File: src/rtl/mdio_pkg.sv
package mdio_pkg;
    typedef enum logic [1:0] {
        ST_IDLE = 2'd0,
        ST_LOW  = 2'd1,
        ST_HIGH = 2'd2
    } mdio_state_t;

    localparam logic [1:0] ADDR_DATA  = 2'd0;
    localparam logic [1:0] ADDR_EVENT = 2'd1;
    localparam logic [1:0] ADDR_SPEED = 2'd2;
    localparam logic [1:0] ADDR_CTRL  = 2'd3;

    localparam logic [1:0] OP_READ = 2'b10;
endpackage

File: src/rtl/mdio_frame_engine.sv
module mdio_frame_engine
    import mdio_pkg::*;
#(
    parameter int DW      = 32,
    parameter int PRE     = 32,
    parameter int DIVW    = 6,
    parameter int REL_POS = 16
) (
    input  logic            clk,
    input  logic            rst_n,
    input  logic [DIVW-1:0] speed,
    input  logic            enable,
    input  logic            start_wr,
    input  logic [DW-1:0]   wdata,
    input  logic            mdio_i,
    output logic            mdc,
    output logic            mdio_o,
    output logic            mdio_oe,
    output logic            busy,
    output logic            frame_done,
    output logic [DW-1:0]   data_q
);
    localparam int TOTAL = PRE + DW;
    localparam int IW    = $clog2(TOTAL + 1);
    localparam int PW    = $clog2(DW);

    mdio_state_t     state_q, state_d;
    logic [DIVW-1:0] cnt_q;
    logic [IW-1:0]   idx_q;
    logic [IW-1:0]   rel;
    logic [PW-1:0]   pos;
    logic            in_frame, is_read, last_bit, phase_end, start_ok;

    assign rel       = idx_q - IW'(PRE);
    assign pos       = PW'(DW - 1) - rel[PW-1:0];
    assign in_frame  = idx_q >= IW'(PRE);
    assign is_read   = data_q[DW-3:DW-4] == OP_READ;
    assign last_bit  = idx_q == IW'(TOTAL - 1);
    assign phase_end = (speed != '0) &&
                       ({1'b0, cnt_q} + 1'b1 >= {1'b0, speed});
    assign start_ok  = start_wr && enable && (state_q == ST_IDLE);

    always_comb begin
        state_d = state_q;
        unique case (state_q)
            ST_IDLE: if (start_ok)  state_d = ST_LOW;
            ST_LOW:  if (phase_end) state_d = ST_HIGH;
            ST_HIGH: if (phase_end) state_d = last_bit ? ST_IDLE : ST_LOW;
            default: state_d = ST_IDLE;
        endcase
    end

    always_ff @(posedge clk or negedge rst_n) begin
        if (!rst_n) state_q <= ST_IDLE;
        else        state_q <= state_d;
    end

    always_ff @(posedge clk or negedge rst_n) begin
        if (!rst_n) begin
            cnt_q  <= '0;
            idx_q  <= '0;
            data_q <= '0;
        end else begin
            unique case (state_q)
                ST_IDLE: begin
                    cnt_q <= '0;
                    if (start_ok) begin
                        idx_q  <= '0;
                        data_q <= wdata;
                    end
                end
                ST_LOW: begin
                    if (phase_end) begin
                        cnt_q <= '0;
                        if (is_read && in_frame && (32'(pos) < REL_POS))
                            data_q[pos] <= mdio_i;
                    end else if (speed != '0) begin
                        cnt_q <= cnt_q + 1'b1;
                    end
                end
                ST_HIGH: begin
                    if (phase_end) begin
                        cnt_q <= '0;
                        if (!last_bit) idx_q <= idx_q + 1'b1;
                    end else if (speed != '0) begin
                        cnt_q <= cnt_q + 1'b1;
                    end
                end
                default: cnt_q <= '0;
            endcase
        end
    end

    always_comb begin
        mdc        = state_q == ST_HIGH;
        busy       = state_q != ST_IDLE;
        frame_done = (state_q == ST_HIGH) && phase_end && last_bit;
        mdio_oe    = busy && !(is_read && in_frame && (32'(pos) <= REL_POS));
        mdio_o     = (!busy || !in_frame) ? 1'b1 : data_q[pos];
    end

    AST_HOLD_WHILE_HIGH: assert property (@(posedge clk) disable iff (!rst_n)
        (mdc && $past(mdc)) |-> $stable(mdio_o));
    AST_HALT_ON_ZERO: assert property (@(posedge clk) disable iff (!rst_n)
        (busy && speed == '0) |=> $stable(mdc));
    AST_IGNORE_BUSY_WR: assert property (@(posedge clk) disable iff (!rst_n)
        (busy && start_wr && !is_read) |=> $stable(data_q));
    AST_NO_START_DISABLED: assert property (@(posedge clk) disable iff (!rst_n)
        (!busy && !enable) |=> !busy);
    AST_RELEASED_IDLE: assert property (@(posedge clk) disable iff (!rst_n)
        !busy |-> (!mdio_oe && !mdc));
endmodule

File: src/rtl/mdio_regfile.sv
module mdio_regfile
    import mdio_pkg::*;
#(
    parameter int DW   = 32,
    parameter int DIVW = 6
) (
    input  logic            clk,
    input  logic            rst_n,
    input  logic            reg_wr,
    input  logic [1:0]      reg_addr,
    input  logic [DW-1:0]   reg_wdata,
    input  logic [DW-1:0]   data_q,
    input  logic            busy,
    input  logic            frame_done,
    output logic [DIVW-1:0] speed,
    output logic            enable,
    output logic            done,
    output logic [DW-1:0]   reg_rdata
);
    always_ff @(posedge clk or negedge rst_n) begin
        if (!rst_n) begin
            speed  <= '0;
            enable <= 1'b0;
            done   <= 1'b0;
        end else begin
            if (reg_wr && reg_addr == ADDR_SPEED) speed  <= reg_wdata[DIVW:1];
            if (reg_wr && reg_addr == ADDR_CTRL)  enable <= reg_wdata[0];
            if (frame_done)
                done <= 1'b1;
            else if (reg_wr && reg_addr == ADDR_EVENT && reg_wdata[0])
                done <= 1'b0;
        end
    end

    always_comb begin
        unique case (reg_addr)
            ADDR_DATA:  reg_rdata = data_q;
            ADDR_EVENT: reg_rdata = DW'(done);
            ADDR_SPEED: reg_rdata = DW'(speed) << 1;
            default:    reg_rdata = DW'({busy, enable});
        endcase
    end

    AST_DONE_ON_FINISH: assert property (@(posedge clk) disable iff (!rst_n)
        frame_done |=> done);
endmodule

File: src/rtl/mdio_frame_ctrl.sv
module mdio_frame_ctrl
    import mdio_pkg::*;
#(
    parameter int DW   = 32,
    parameter int PRE  = 32,
    parameter int DIVW = 6
) (
    input  logic          clk,
    input  logic          rst_n,
    input  logic          reg_wr,
    input  logic [1:0]    reg_addr,
    input  logic [DW-1:0] reg_wdata,
    output logic [DW-1:0] reg_rdata,
    output logic          mdc,
    output logic          mdio_o,
    output logic          mdio_oe,
    input  logic          mdio_i
);
    logic [DIVW-1:0] speed;
    logic            enable, busy, frame_done, done;
    logic [DW-1:0]   data_q;

    mdio_regfile #(.DW(DW), .DIVW(DIVW)) u_regs (
        .clk        (clk),
        .rst_n      (rst_n),
        .reg_wr     (reg_wr),
        .reg_addr   (reg_addr),
        .reg_wdata  (reg_wdata),
        .data_q     (data_q),
        .busy       (busy),
        .frame_done (frame_done),
        .speed      (speed),
        .enable     (enable),
        .done       (done),
        .reg_rdata  (reg_rdata)
    );

    mdio_frame_engine #(.DW(DW), .PRE(PRE), .DIVW(DIVW)) u_engine (
        .clk        (clk),
        .rst_n      (rst_n),
        .speed      (speed),
        .enable     (enable),
        .start_wr   (reg_wr && reg_addr == ADDR_DATA),
        .wdata      (reg_wdata),
        .mdio_i     (mdio_i),
        .mdc        (mdc),
        .mdio_o     (mdio_o),
        .mdio_oe    (mdio_oe),
        .busy       (busy),
        .frame_done (frame_done),
        .data_q     (data_q)
    );

    AST_DONE_MEANS_IDLE: assert property (@(posedge clk) disable iff (!rst_n)
        $rose(done) |-> !busy);
endmodule

File: config.mk
export PLATFORM = sky130hd
export DESIGN_NAME = mdio_frame_ctrl
export DESIGN_NICKNAME = d
export VERILOG_FILES = /design/src/rtl/mdio_pkg.sv /design/src/rtl/mdio_frame_engine.sv /design/src/rtl/mdio_regfile.sv /design/src/rtl/mdio_frame_ctrl.sv
export SDC_FILE = /design/constraint.sdc
export NUM_CORES = 1
export LEC_CHECK = 0
export ABC_AREA = 1
export BUFFER_PORTS_ARGS = -buffer_cell sky130_fd_sc_hd__buf_2
export CAP_MARGIN = 20
export CELL_PAD_IN_SITES_DETAIL_PLACEMENT = 1
export CELL_PAD_IN_SITES_GLOBAL_PLACEMENT = 1
export CORE_MARGIN = 2
export CORE_UTILIZATION = 44
export DETAILED_ROUTE_END_ITERATION = 12
export GPL_TIMING_DRIVEN = 0
export HOLD_SLACK_MARGIN = 0.1
export PLACE_DENSITY_LB_ADDON = 0.3
export RECOVER_POWER = 50
export SLEW_MARGIN = 20
export SYNTH_ARGS = -nofsm -noshare
export SYNTH_HDL_FRONTEND = slang
export SYNTH_HIERARCHICAL = 1
export SYNTH_SLANG_ARGS = --single-unit
File: constraint.sdc
create_clock -name clk -period 6.4 [get_ports clk]
set_input_delay 0.96 -clock clk [delete_from_list [all_inputs] [get_ports clk]]
set_output_delay 0.96 -clock clk [all_outputs]
set_load 0.03 [all_outputs]
---- After elaboration in Yosys (flattened, before gate mapping) ----
Cells that the tools add are included.
storage, ports and cells
  bits in registers ....................... 55
  input port bits ......................... 38
  bits in writable memories ............... 0
  latch bits .............................. 0
  memories kept ........................... 0
  bits in read-only memories .............. 0
operators by class
  divide/modulo/power cells ............... 0
  equality and inequality tests ........... 13
  reductions and logical operators ........ 30
  multipliers ............................. 0
  add/sub/neg operators ................... 5
  bitwise operators ....................... 0
  multiplexer cells ....................... 25
  shift operators ......................... 0
  $lt $le $gt $ge ......................... 6
operators by type and width
  kind                 number
  $mux 32              3
  $pmux 32 s3          1
  $pmux 32 s2          1
  $bwmux 32            1
  $mux 7               3
  $mux 6               3
  $logic_and 1x1->1    15
  $pmux 7 s2           1
  $eq 2x2->1 const B   4
  $ne 2x1->1 const B   4
  $reduce_and 4->1     2
  $reduce_bool 2->1    4
  $add 6x1->7 const B  1
  $add 7x1->7 const B  1
  $eq 7x6->1 const B   1
  $ge 7x6->1           1
  $ge 7x6->1 const B   1
  $add 6x1->6 const B  1
  $lt 5x6->1 const B   1
  $mux 1               6
  $mux 2               3
  $pmux 2 s3           1
  $reduce_bool 6->1    1
  $bmux 1 s5           1
  14 further kinds     18

---- Logic depth before layout (Yosys ltp) ----
Gate-level depths: netlist (run 1).
  depth in word-level cells ............... 10
  mapped depth ............................ 17

---- Cells and area by module ----
Netlist (run 1), hierarchy kept.
by module, submodules not included
  module             cells an instance  instances  area each (um^2)  sequential area each (um^2)
  mdio_frame_engine  504                1          3573.4            1176.1
  mdio_regfile       120                1          767.0             200.2
  mdio_frame_ctrl    3                  1          13.8              0.0

---- Worst setup path before layout (run 1) ----
Ideal clock, no wire load.
  path type ............................... in2out
  start ................................... in reg_addr[1]
  end ..................................... out reg_rdata[10]
  setup slack ............................. 3689 ps
  arrival ................................. 1751 ps
  buffers on the path ..................... 1
  cell stages on the path ................. 4
  cells stage by stage .................... nor2_4 inv_4 buf_6 nor2_1
between the ends
  cells in the longest elaborated chain, start to end .. 2
  elaborated cells between the ends (all ways) .. 4
RTL lines
  item                                      line                   RTL
  from (decl)                               mdio_frame_ctrl.sv:11  input logic [1:0] reg_addr,
  $eq 2x2->1, or another cell as far along  mdio_regfile.sv:36     unique case (reg_addr)
  $pmux 32 s3 *                             mdio_regfile.sv:36
  to (decl)                                 mdio_frame_ctrl.sv:13  output logic [DW-1:0] reg_rdata,
Every way passes the cells marked *; elsewhere a longest branch is shown, timed or not.

---- Worst setup path after layout (run 1) ----
  start ................................... reg u_engine.idx_q[1]
  end ..................................... out mdio_oe
between the ends
  cells in the longest elaborated chain, start to end .. 6
  elaborated cells between the ends (all ways) .. 8
RTL lines
  item                    line                     RTL
  from (decl)             mdio_frame_engine.sv:29  logic [IW-1:0] idx_q;
  from (signal assigned)  mdio_frame_engine.sv:84  if (!last_bit) idx_q <= idx_q + 1'b1;
  $sub 5x1->5             mdio_frame_engine.sv:34  assign rel = idx_q - IW'(PRE);
  $sub 5x5->5             mdio_frame_engine.sv:35  assign pos = PW'(DW - 1) - rel[PW-1:0];
  $le 5x5->1              mdio_frame_engine.sv:98  mdio_oe = busy && !(is_read && in_frame && (32'(pos) <= REL_POS));
  $logic_and 1x1->1 *     mdio_frame_engine.sv:98
  $logic_not 1->1 *       mdio_frame_engine.sv:98
  $logic_and 1x1->1 *     mdio_frame_engine.sv:98
  to (decl)               mdio_frame_ctrl.sv:16    output logic mdio_oe,
Marks and branches as above.

==> results of run 1 <==
logic make-up after synthesis:
kind of cell,Yosys count,synth area share (%)
compound gates,83,12.0
xor+xnor,5,1.01
fa+ha+maj,16,4.60
buf+inv,136,14.2
flops,55,31.6
mux,1,0.230
simple gates,331,36.4
per-stage QoR:
stage          instances  area (um^2)
2_1_floorplan        627         4350
3_3_place_gp         832         4880
3_5_place_dp         832         4880
4_1_cts              839         4970
5_1_grt              839         4940
6_report             839         4940
cells in the mapped netlist (2+ instances only):
| master | n |
|---|---|
| nor3_1 | 4 |
| dfrtp_1 | 55 |
| o21ai_2 | 4 |
| nor2_1 | 45 |
| nand3_1 | 23 |
| a21oi_1 | 5 |
| o22ai_1 | 42 |
| ha_1 | 16 |
| inv_1 | 94 |
| nand2_1 | 179 |
| nor2_2 | 2 |
| xor2_1 | 5 |
| o21ai_0 | 24 |
| a21oi_2 | 2 |
| clkbuf_1 | 14 |
| inv_2 | 3 |
| buf_2 | 9 |
| nor2_4 | 13 |
| nand4_1 | 52 |
| buf_4 | 2 |
| nand2_2 | 5 |
| buf_6 | 9 |
| a22o_1 | 2 |
| nand2_4 | 3 |
power by group:
group / internal (mW) / switching (mW) / total (mW)
combinational: 0.379 / 0.844 / 1.22
clock: 0.0855 / 0.121 / 0.206
sequential: 0.454 / 0.113 / 0.567
cell type report:
| cell class | instances | area (um^2) |
|---|---|---|
| fill | 1364 | 4750 |
| buffer | 37 | 235 |
| multi-input combinational | 436 | 2340 |
| tap | 133 | 166 |
| inverter | 99 | 374 |
| clock buffer | 6 | 82.6 |
| clock inverter | 1 | 5.00 |
| sequential | 55 | 1380 |
| timing repair buffer | 72 | 357 |
routing by layer:
layer	track usage, %	up-vias	part of all wire [%]
li1	-	2210	-
met1	35.5	2219	43
met2	48.9	146	49
met3	4.17	32	5.6
met4	9.21	0	2.3
met5	0	-	0
critical path: stages (launching register included):
cell and delay [ns]:
dfrtp_1 0.66, ha_1 0.25, clkbuf_1 0.51, nand3_1 0.18, ha_1 0.21, o21ai_0 0.21
inv_1 0.07, buf_2 0.18
worst min path at each step:
stage / slack, ns / endpoint / startpoint
finish: 0.49 / u_regs/done$_DFFE_PN0P_ / u_regs/done$_DFFE_PN0P_
floorplan: 0.44 / u_regs/done$_DFFE_PN0P_ / u_regs/done$_DFFE_PN0P_
CTS: 0.50 / u_regs/done$_DFFE_PN0P_ / u_regs/done$_DFFE_PN0P_
global route: 0.54 / u_regs/speed[3]$_DFFE_PN0P_ / u_regs/speed[3]$_DFFE_PN0P_
detailed placement: 0.47 / u_regs/done$_DFFE_PN0P_ / u_regs/done$_DFFE_PN0P_
global placement: 0.46 / u_regs/done$_DFFE_PN0P_ / u_regs/done$_DFFE_PN0P_
flip-flops by register name (all words and copies together) (netlist names):
register          count
u_regs/enable         1
u_engine/data_q      32
u_engine/state_q      2
u_regs/speed          6
u_regs/done           1
u_engine/idx_q        7
u_engine/cnt_q        6
==> metrics.md, run 1 <==
| Metric | Value |
|---|---|
| Total Nets Final | 760 |
| Die W | slightly above 100 um |
| Initial drt markers | 183 |
| Hold Path Class | reg2reg |
| Clock tree buffer depth | 2 |
| Required @ worst endpoint | 5.44 ns |
| Final worst setup slack | 2.85 ns |
| Post-CTS setup repair buffer count | 0 |
| FF-to-FF Start | u_engine/cnt_q[0]$_DFFE_PN0P_ |
| Vias per cell | 5.49 |
| CTS resizes | 0 |
| Die H | between 100 and 150 um |
| Worst Setup End Kind | output pin |
| Synth area leader | dfrtp_1 |
| Layout cells sized above 1 | 18.8% |
| Total track usage | 28.0% |
| Final hold slack | 0.493 ns |
| Commonest non-fill, non-tap cell in the layout | nand2_1 |
| Crit path to | mdio_oe |
| Final period util | 55.4% |
| Final setup viols | 0 |
| Largest net degree at the start of global routing | 56 |
| Sum of negative setup slack | 0 ns |
| Post-synthesis sequential element count | 55 |
| Gr ovfl total | 0 |
| Initial core utilization | 45.0% |
| FF-to-FF setup slack | 3.12 ns |
| Initial DRT Pass Iterations | 5 |
| Yosys top cell area share | 31.6% |
| Worst IR Drop VDD | 147 uV |
| Warnings, synthesis | 6 |
| Initial antenna violation count | 0 |
| Clock Latency Late Sink | roughly 0.32 ns |
| Worst-margin pin slew | 3.16 ns |
| Mapped Area | 4350 um^2 |
| Synth Flop Type | dfrtp_1 |
| Max-cap viol count | 1 |
| RSZ-0062 raised after global routing | false |
| Top Ports | 73 |
| I/O Buffers | 72 |
| Clock skew | around 0.009 ns |
| Antenna-violating nets left | 0 |
| Synth Area per Inst | 6.94 um^2 |
| Number of global-route vias before repair | roughly 4700 |
| Final critical-path required period | between 3 and 4 ns |
| H-tree Lvls | 2 |
| Post-synth net total | approximately 680 |
| Total number of vias | 4607 |
| Max transition margin | -111% |
| Failing checks | capacitance limit, slew limit |
| Power Density | a little over 400 nW/um^2 |
| Post-synth EDFFs | 0 |
| Ys async rst share | 100% |
| Pre-CTS setup slack | between 3 and 4 ns |
| Final WL | 14.6 mm |
| WL/cell | 17.4 um |
| Clk sink count | 55 |
| Register area share after synthesis | 31.6% |
| Die area | 10700 um^2 |
| Slew Viols, Final | 56 |
| Count of final hold-check violations | 0 |
| Diode count | 0 |
| Status | finished with violations |
| First-pass GRT wire length | around 23 mm |
| Critical Path AT | between 2 and 3 ns |
| Num CTS Buffers | 5 |
| # DRC | 0 |
| Worst Setup Start Kind | register |
| RePlAce Congestion | 0.871 |
| LEAKAGE | 2.54 nW |
| Worst Reg-to-Reg Cells | 14 |
| Count of different cell masters after synthesis | 39 |
| Design Power | 2.00 mW |
| Critical path type | reg2out |
| CTS tree | done |
| Reg clk slew, reported paths | around 0.1 ns |
| Hold-fix buffers, CTS | 0 |
| Synthesis-to-finish area growth | 13.4% |
| Most frequent cells in the layout | nand2_1, inv_1, buf_2, dfrtp_1, nand4_1 |
| Finished Core Util | 51.0% |
| Crit. Startpoint | u_engine/idx_q[1]$_DFFE_PN0P_ |
| Core Area | 9680 um^2 |
| Worst-path maximum fanout | 11 |
| Reg2reg end | u_engine/data_q[13]$_DFFE_PN0P_ |
| Ranking of synthesized cells by area | dfrtp_1, nand2_1, inv_1 |
| Site row count | 36 |
| Hpwl dp | 10.9 mm |
| FMAX | 0.282 GHz |
| CTS root buf | clkbuf_8 |
| Gate Count Post-Synth | 627 |
| WHS Path Cells | 2 |
No activity file was read; power rests on OpenSTA's default activity.
==> run 2: changes to the inputs <==
--- a/config.mk
+++ b/config.mk
@@ -5,13 +5,13 @@
 export SDC_FILE = /design/constraint.sdc
 export NUM_CORES = 1
 export LEC_CHECK = 0
-export ABC_AREA = 1
+export ABC_AREA = 0
 export BUFFER_PORTS_ARGS = -buffer_cell sky130_fd_sc_hd__buf_2
 export CAP_MARGIN = 20
 export CELL_PAD_IN_SITES_DETAIL_PLACEMENT = 1
 export CELL_PAD_IN_SITES_GLOBAL_PLACEMENT = 1
 export CORE_MARGIN = 2
-export CORE_UTILIZATION = 44
+export CORE_UTILIZATION = 38
 export DETAILED_ROUTE_END_ITERATION = 12
 export GPL_TIMING_DRIVEN = 0
 export HOLD_SLACK_MARGIN = 0.1
==> constraint.sdc (replaced) <==
create_clock -name clk -period 2.9 [get_ports clk]
set_input_delay 0.435 -clock clk [delete_from_list [all_inputs] [get_ports clk]]
set_output_delay 0.435 -clock clk [all_outputs]
set_load 0.03 [all_outputs]
==> run 2 against run 1 <==
  * The flow now finishes without violations
  * Power up 77%
  * Utilization decreased by 4.8 points
  * Cell count decreased by 25%
  * Design area is 9.8% lower
  * Worst setup slack got worse by 2.8 ns
  * Non-clock buffer count fell by 9
  * Largest cell class unchanged
==> metrics.md, run 2 <==
| Metric | Value |
|---|---|
| Antenna-violating nets left | 0 (unchanged) |
| Clk sink count | 55 (unchanged) |
| Cell Int Power | 1.94 mW (+110%) |
| Total track usage | 22.6% (-5.4 points) |
| Slew Viols, Final | 0 (-100%) |
| Highest metal used | met4 |
| I/O Buffers | 72 (unchanged) |
| Synth Flop Type | dfrtp_1 |
| Worst-margin pin slew | 1.47 ns (-1.70 ns) |
| Register area share after synthesis | 36.9% (+5.3 points) |
| Power Density | 795 nW/um^2 (+97%) |
| Met1 wire length | 5.30 mm (-15%) |
| Ys async rst share | 100% (unchanged) |
| H-tree Lvls | 2 (unchanged) |
| Largest net degree at the start of global routing | 56 (unchanged) |
| Most flops, register | u_engine/data_q |
| Buffers plus inverters on the worst setup path | 1 (-2) |
| Num CTS Buffers | 5 (unchanged) |
| Post-synth EDFFs | 0 (unchanged) |
| Final period util | 98.0% |
| Max reg flops | 32 (unchanged) |
| Final worst setup slack | 0.0574 ns (-2.80 ns) |
| Total number of vias | 3412 (-26%) |
| Max transition margin | 2.29% (+110 points) |
| Yosys top cell area share | 36.9% (+5.3 points) |
| Most frequent cells in the layout | buf_2, dfrtp_1, nor2_1, inv_1 |
| CP max-delay cell | mux4_2 |
| Critical path type | reg2out |
| Worst Setup Start Kind | register |
| Top delay family on crit path | simple AND/OR/NAND/NOR gates |
| Top cells by count, synth | dfrtp_1, nor2_1, inv_1 |
| RePlAce Congestion | 0.852 (-2.1%) |
| Final setup viols | 0 (unchanged) |
| Count of different cell masters after synthesis | 52 (+33%) |
| Initial DRT Pass Iterations | 4 (-1) |
| Met3 routed WL | 392 um (-52%) |
| Clock skew | 0.0126 ns (+0.00354 ns) |
| Layout cells sized above 1 | 26.3% (+7.5 points) |
| Reg clk slew, reported paths | 0.11 ns (about the same) |
| Gr ovfl total | 0 (unchanged) |
| Gate Count Post-Synth | 413 (-34%) |
| Switch share | 45.2% (-8.8 points) |
| Initial antenna violation count | 0 (unchanged) |
| Hpwl dp | 8.56 mm (-22%) |
| Die area | 10600 um^2 (-0.71%) |
| Clock tree buffer depth | 2 (unchanged) |
| Gate power share | 52.4% (-8.9 points) |
| Diode count | 0 (unchanged) |
| Post-synthesis sequential element count | 55 (unchanged) |
| Final critical-path required period | 2.84 ns |
| Vias per cell | 5.41 (-1.5%) |
| Psw | 1.60 mW (+49%) |
| Sequential Power Share | 33.8% (+5.4 points) |
| Clock Latency Late Sink | 0.33 ns (about the same) |
| Top Ports | 73 (unchanged) |
| Commonest non-fill, non-tap cell in the layout | buf_2 |
| Status | complete, no violations |
| Pre-CTS setup slack | -0.192 ns (-3.47 ns) |
| Critical Path AT | 2.41 ns (-0.18 ns) |
| CTS root buf | clkbuf_8 |
| CP max stage delay | 0.54 ns (-0.12 ns) |
| Site row count | 36 (unchanged) |
| RSZ-0062 raised after global routing | true |
| FMAX | 0.352 GHz |
| Routed wire length on met2 | 5.54 mm (-23%) |
| Fin cells | 631 (-25%) |
| Die W | 103 um (-0.36%) |
| Synthesis-to-finish area growth | 19.3% |
| Worst Setup End Kind | output pin |
| Number of global-route vias before repair | 3502 (-26%) |
| Largest regs | u_engine/data_q: 32 flops, u_engine/idx_q: 7 flops |
| Core Area | 9640 um^2 (-0.47%) |
| Required @ worst endpoint | 2.47 ns (-2.97 ns) |
| Clk pwr share | 13.8% (+3.5 points) |
| Max-cap viol count | 0 (-1) |
| Critical path cell sequence | mux4_2 > and3_4 > a2111oi_4 > o21ai_1 > or3_4 > buf_6 |
| Count of final hold-check violations | 0 (unchanged) |
| Die H | 103 um (-0.36%) |
| LEAKAGE | 2.04 nW (-20%) |
| Synth area leader | dfrtp_1 |
| Initial drt markers | 159 (-13%) |
| First-pass GRT wire length | 18.2 mm (-22%) |
| Initial core utilization | 38.7% (-6.2 points) |
| Ranking of synthesized cells by area | dfrtp_1, mux2_2, ha_1 |
| Warnings, synthesis | 6 (unchanged) |
| # DRC | 0 (unchanged) |
| Mapped Area | 3730 um^2 (-14%) |
| Total Nets Final | 551 (-28%) |
| Synth Area per Inst | 9.04 um^2 (+30%) |
| WL/cell | 18.2 um (+4.6%) |
| CTS tree | done |
| Most common cell in the netlist | dfrtp_1 |
| Placed cells | 618 (-26%) |
| Worst IR Drop VDD | 272 uV (+85%) |
| Final WL | 11.5 mm (-21%) |
| Worst-path maximum fanout | 5 (-6) |
| Post-synth net total | 467 (-31%) |
| Hold Path Class | in2reg |
==> run 2: cell count changes in the layout (fill, tap and decap cells not counted), moves of 9 or more <==
cell	delta
nand2_1	-153
inv_1	-62
nand4_1	-49
o22ai_1	-27
and2_1	+26
nor3_1	+24
mux2_2	+18
o21ai_0	-17
a21oi_1	+13
nor2_4	-13
buf_2	-11
nand3_1	-9
==> run 2: timing repair <==
action | in CTS | in global routing
resized for setup | 5 | 12
buffers inserted | 1 | 4
pin swaps | 0 | 2
endpoints found under the hold margin | 0 | 0
hold buffers | 0 | 0
setup endpoints to repair | 18 | 15
==> run 2: power by group through the flow <==
stage | sequential [mW] | clock (mW) | combinational, mW
global route | 1.23 | 0.541 | 2.04
finish | 1.20 | 0.489 | 1.85
detailed placement | 1.22 | 0 | 1.81
CTS | 1.20 | 0.510 | 1.84
global placement | 1.20 | 0 | 1.76
floorplan | 1.14 | 0 | 1.34
==> run 2: cell families (layout without fill, tap and decap cells) <==
kind of cell	after synthesis	in the layout	share of synthesized area [%]
AO/OA/AOI/OAI	64	64	11.5
XOR/XNOR	4	4	0.939
adder cells (fa/ha/maj)	16	16	5.36
buffers and inverters	55	140	6.10
flip-flops	55	55	36.9
multiplexers	42	42	15.0
AND/OR/NAND/NOR	177	177	24.2
==> run 2: path summary, 6_finish.rpt <==
kind	start	endpoint	slack, ns	cells after the start
worst max-delay path	u_engine/idx_q[0]$_DFFE_PN0P_	mdio_o	0.06	6
worst min-delay path	reg_wdata[28]	u_engine/data_q[28]$_DFFE_PN0P_	0.33	3
worst max register to register	u_engine/cnt_q[1]$_DFFE_PN0P_	u_engine/data_q[9]$_DFFE_PN0P_	0.11	10
worst min register to register	u_regs/done$_DFFE_PN0P_	u_regs/done$_DFFE_PN0P_	0.50	1
max in group asynchronous	rst_n	u_engine/idx_q[0]$_DFFE_PN0P_	1.48	1
min in group asynchronous	rst_n	u_engine/data_q[31]$_DFFE_PN0P_	0.45	1
==> run 2: through the flow <==
step	power (mW)	hold slack (ns)	utilization [%]	instance area, um^2	TNS [ns]
floorplan	2.48	0.139	-	3730	0
global placement	2.96	0.462	44.2	4260	-0.831
detailed placement	3.03	0.491	44.2	4260	-2.40
CTS	3.54	0.190	45.5	4390	0
global route	3.81	0.326	46.2	4450	-0.0578
finish	3.54	0.334	46.2	4450	0
==> run 2: per-layer routing <==
metal / vias to the layer above / GRT usage, %
li1: 1609 / -
met5: - / 0
met4: 0 / 7.29
met3: 20 / 3.66
met2: 76 / 37.0
met1: 1707 / 30.5
==> run 2: worst min-delay path, stage by stage <==
cell and delay (ns):
buf_2 0.08, nor3_1 0.04, nor2_1 0.07
==> run 2: cell type report <==
| class | instances | area [um^2] |
|---|---|---|
| Multi-Input combinational cell | 303 | 2180 |
| Timing Repair Buffer | 77 | 398 |
| Sequential cell | 55 | 1380 |
| Inverter | 32 | 120 |
| Clock buffer | 8 | 100 |
| Tap cell | 133 | 166 |
| Fill cell | 1222 | 5190 |
| Buffer | 23 | 108 |
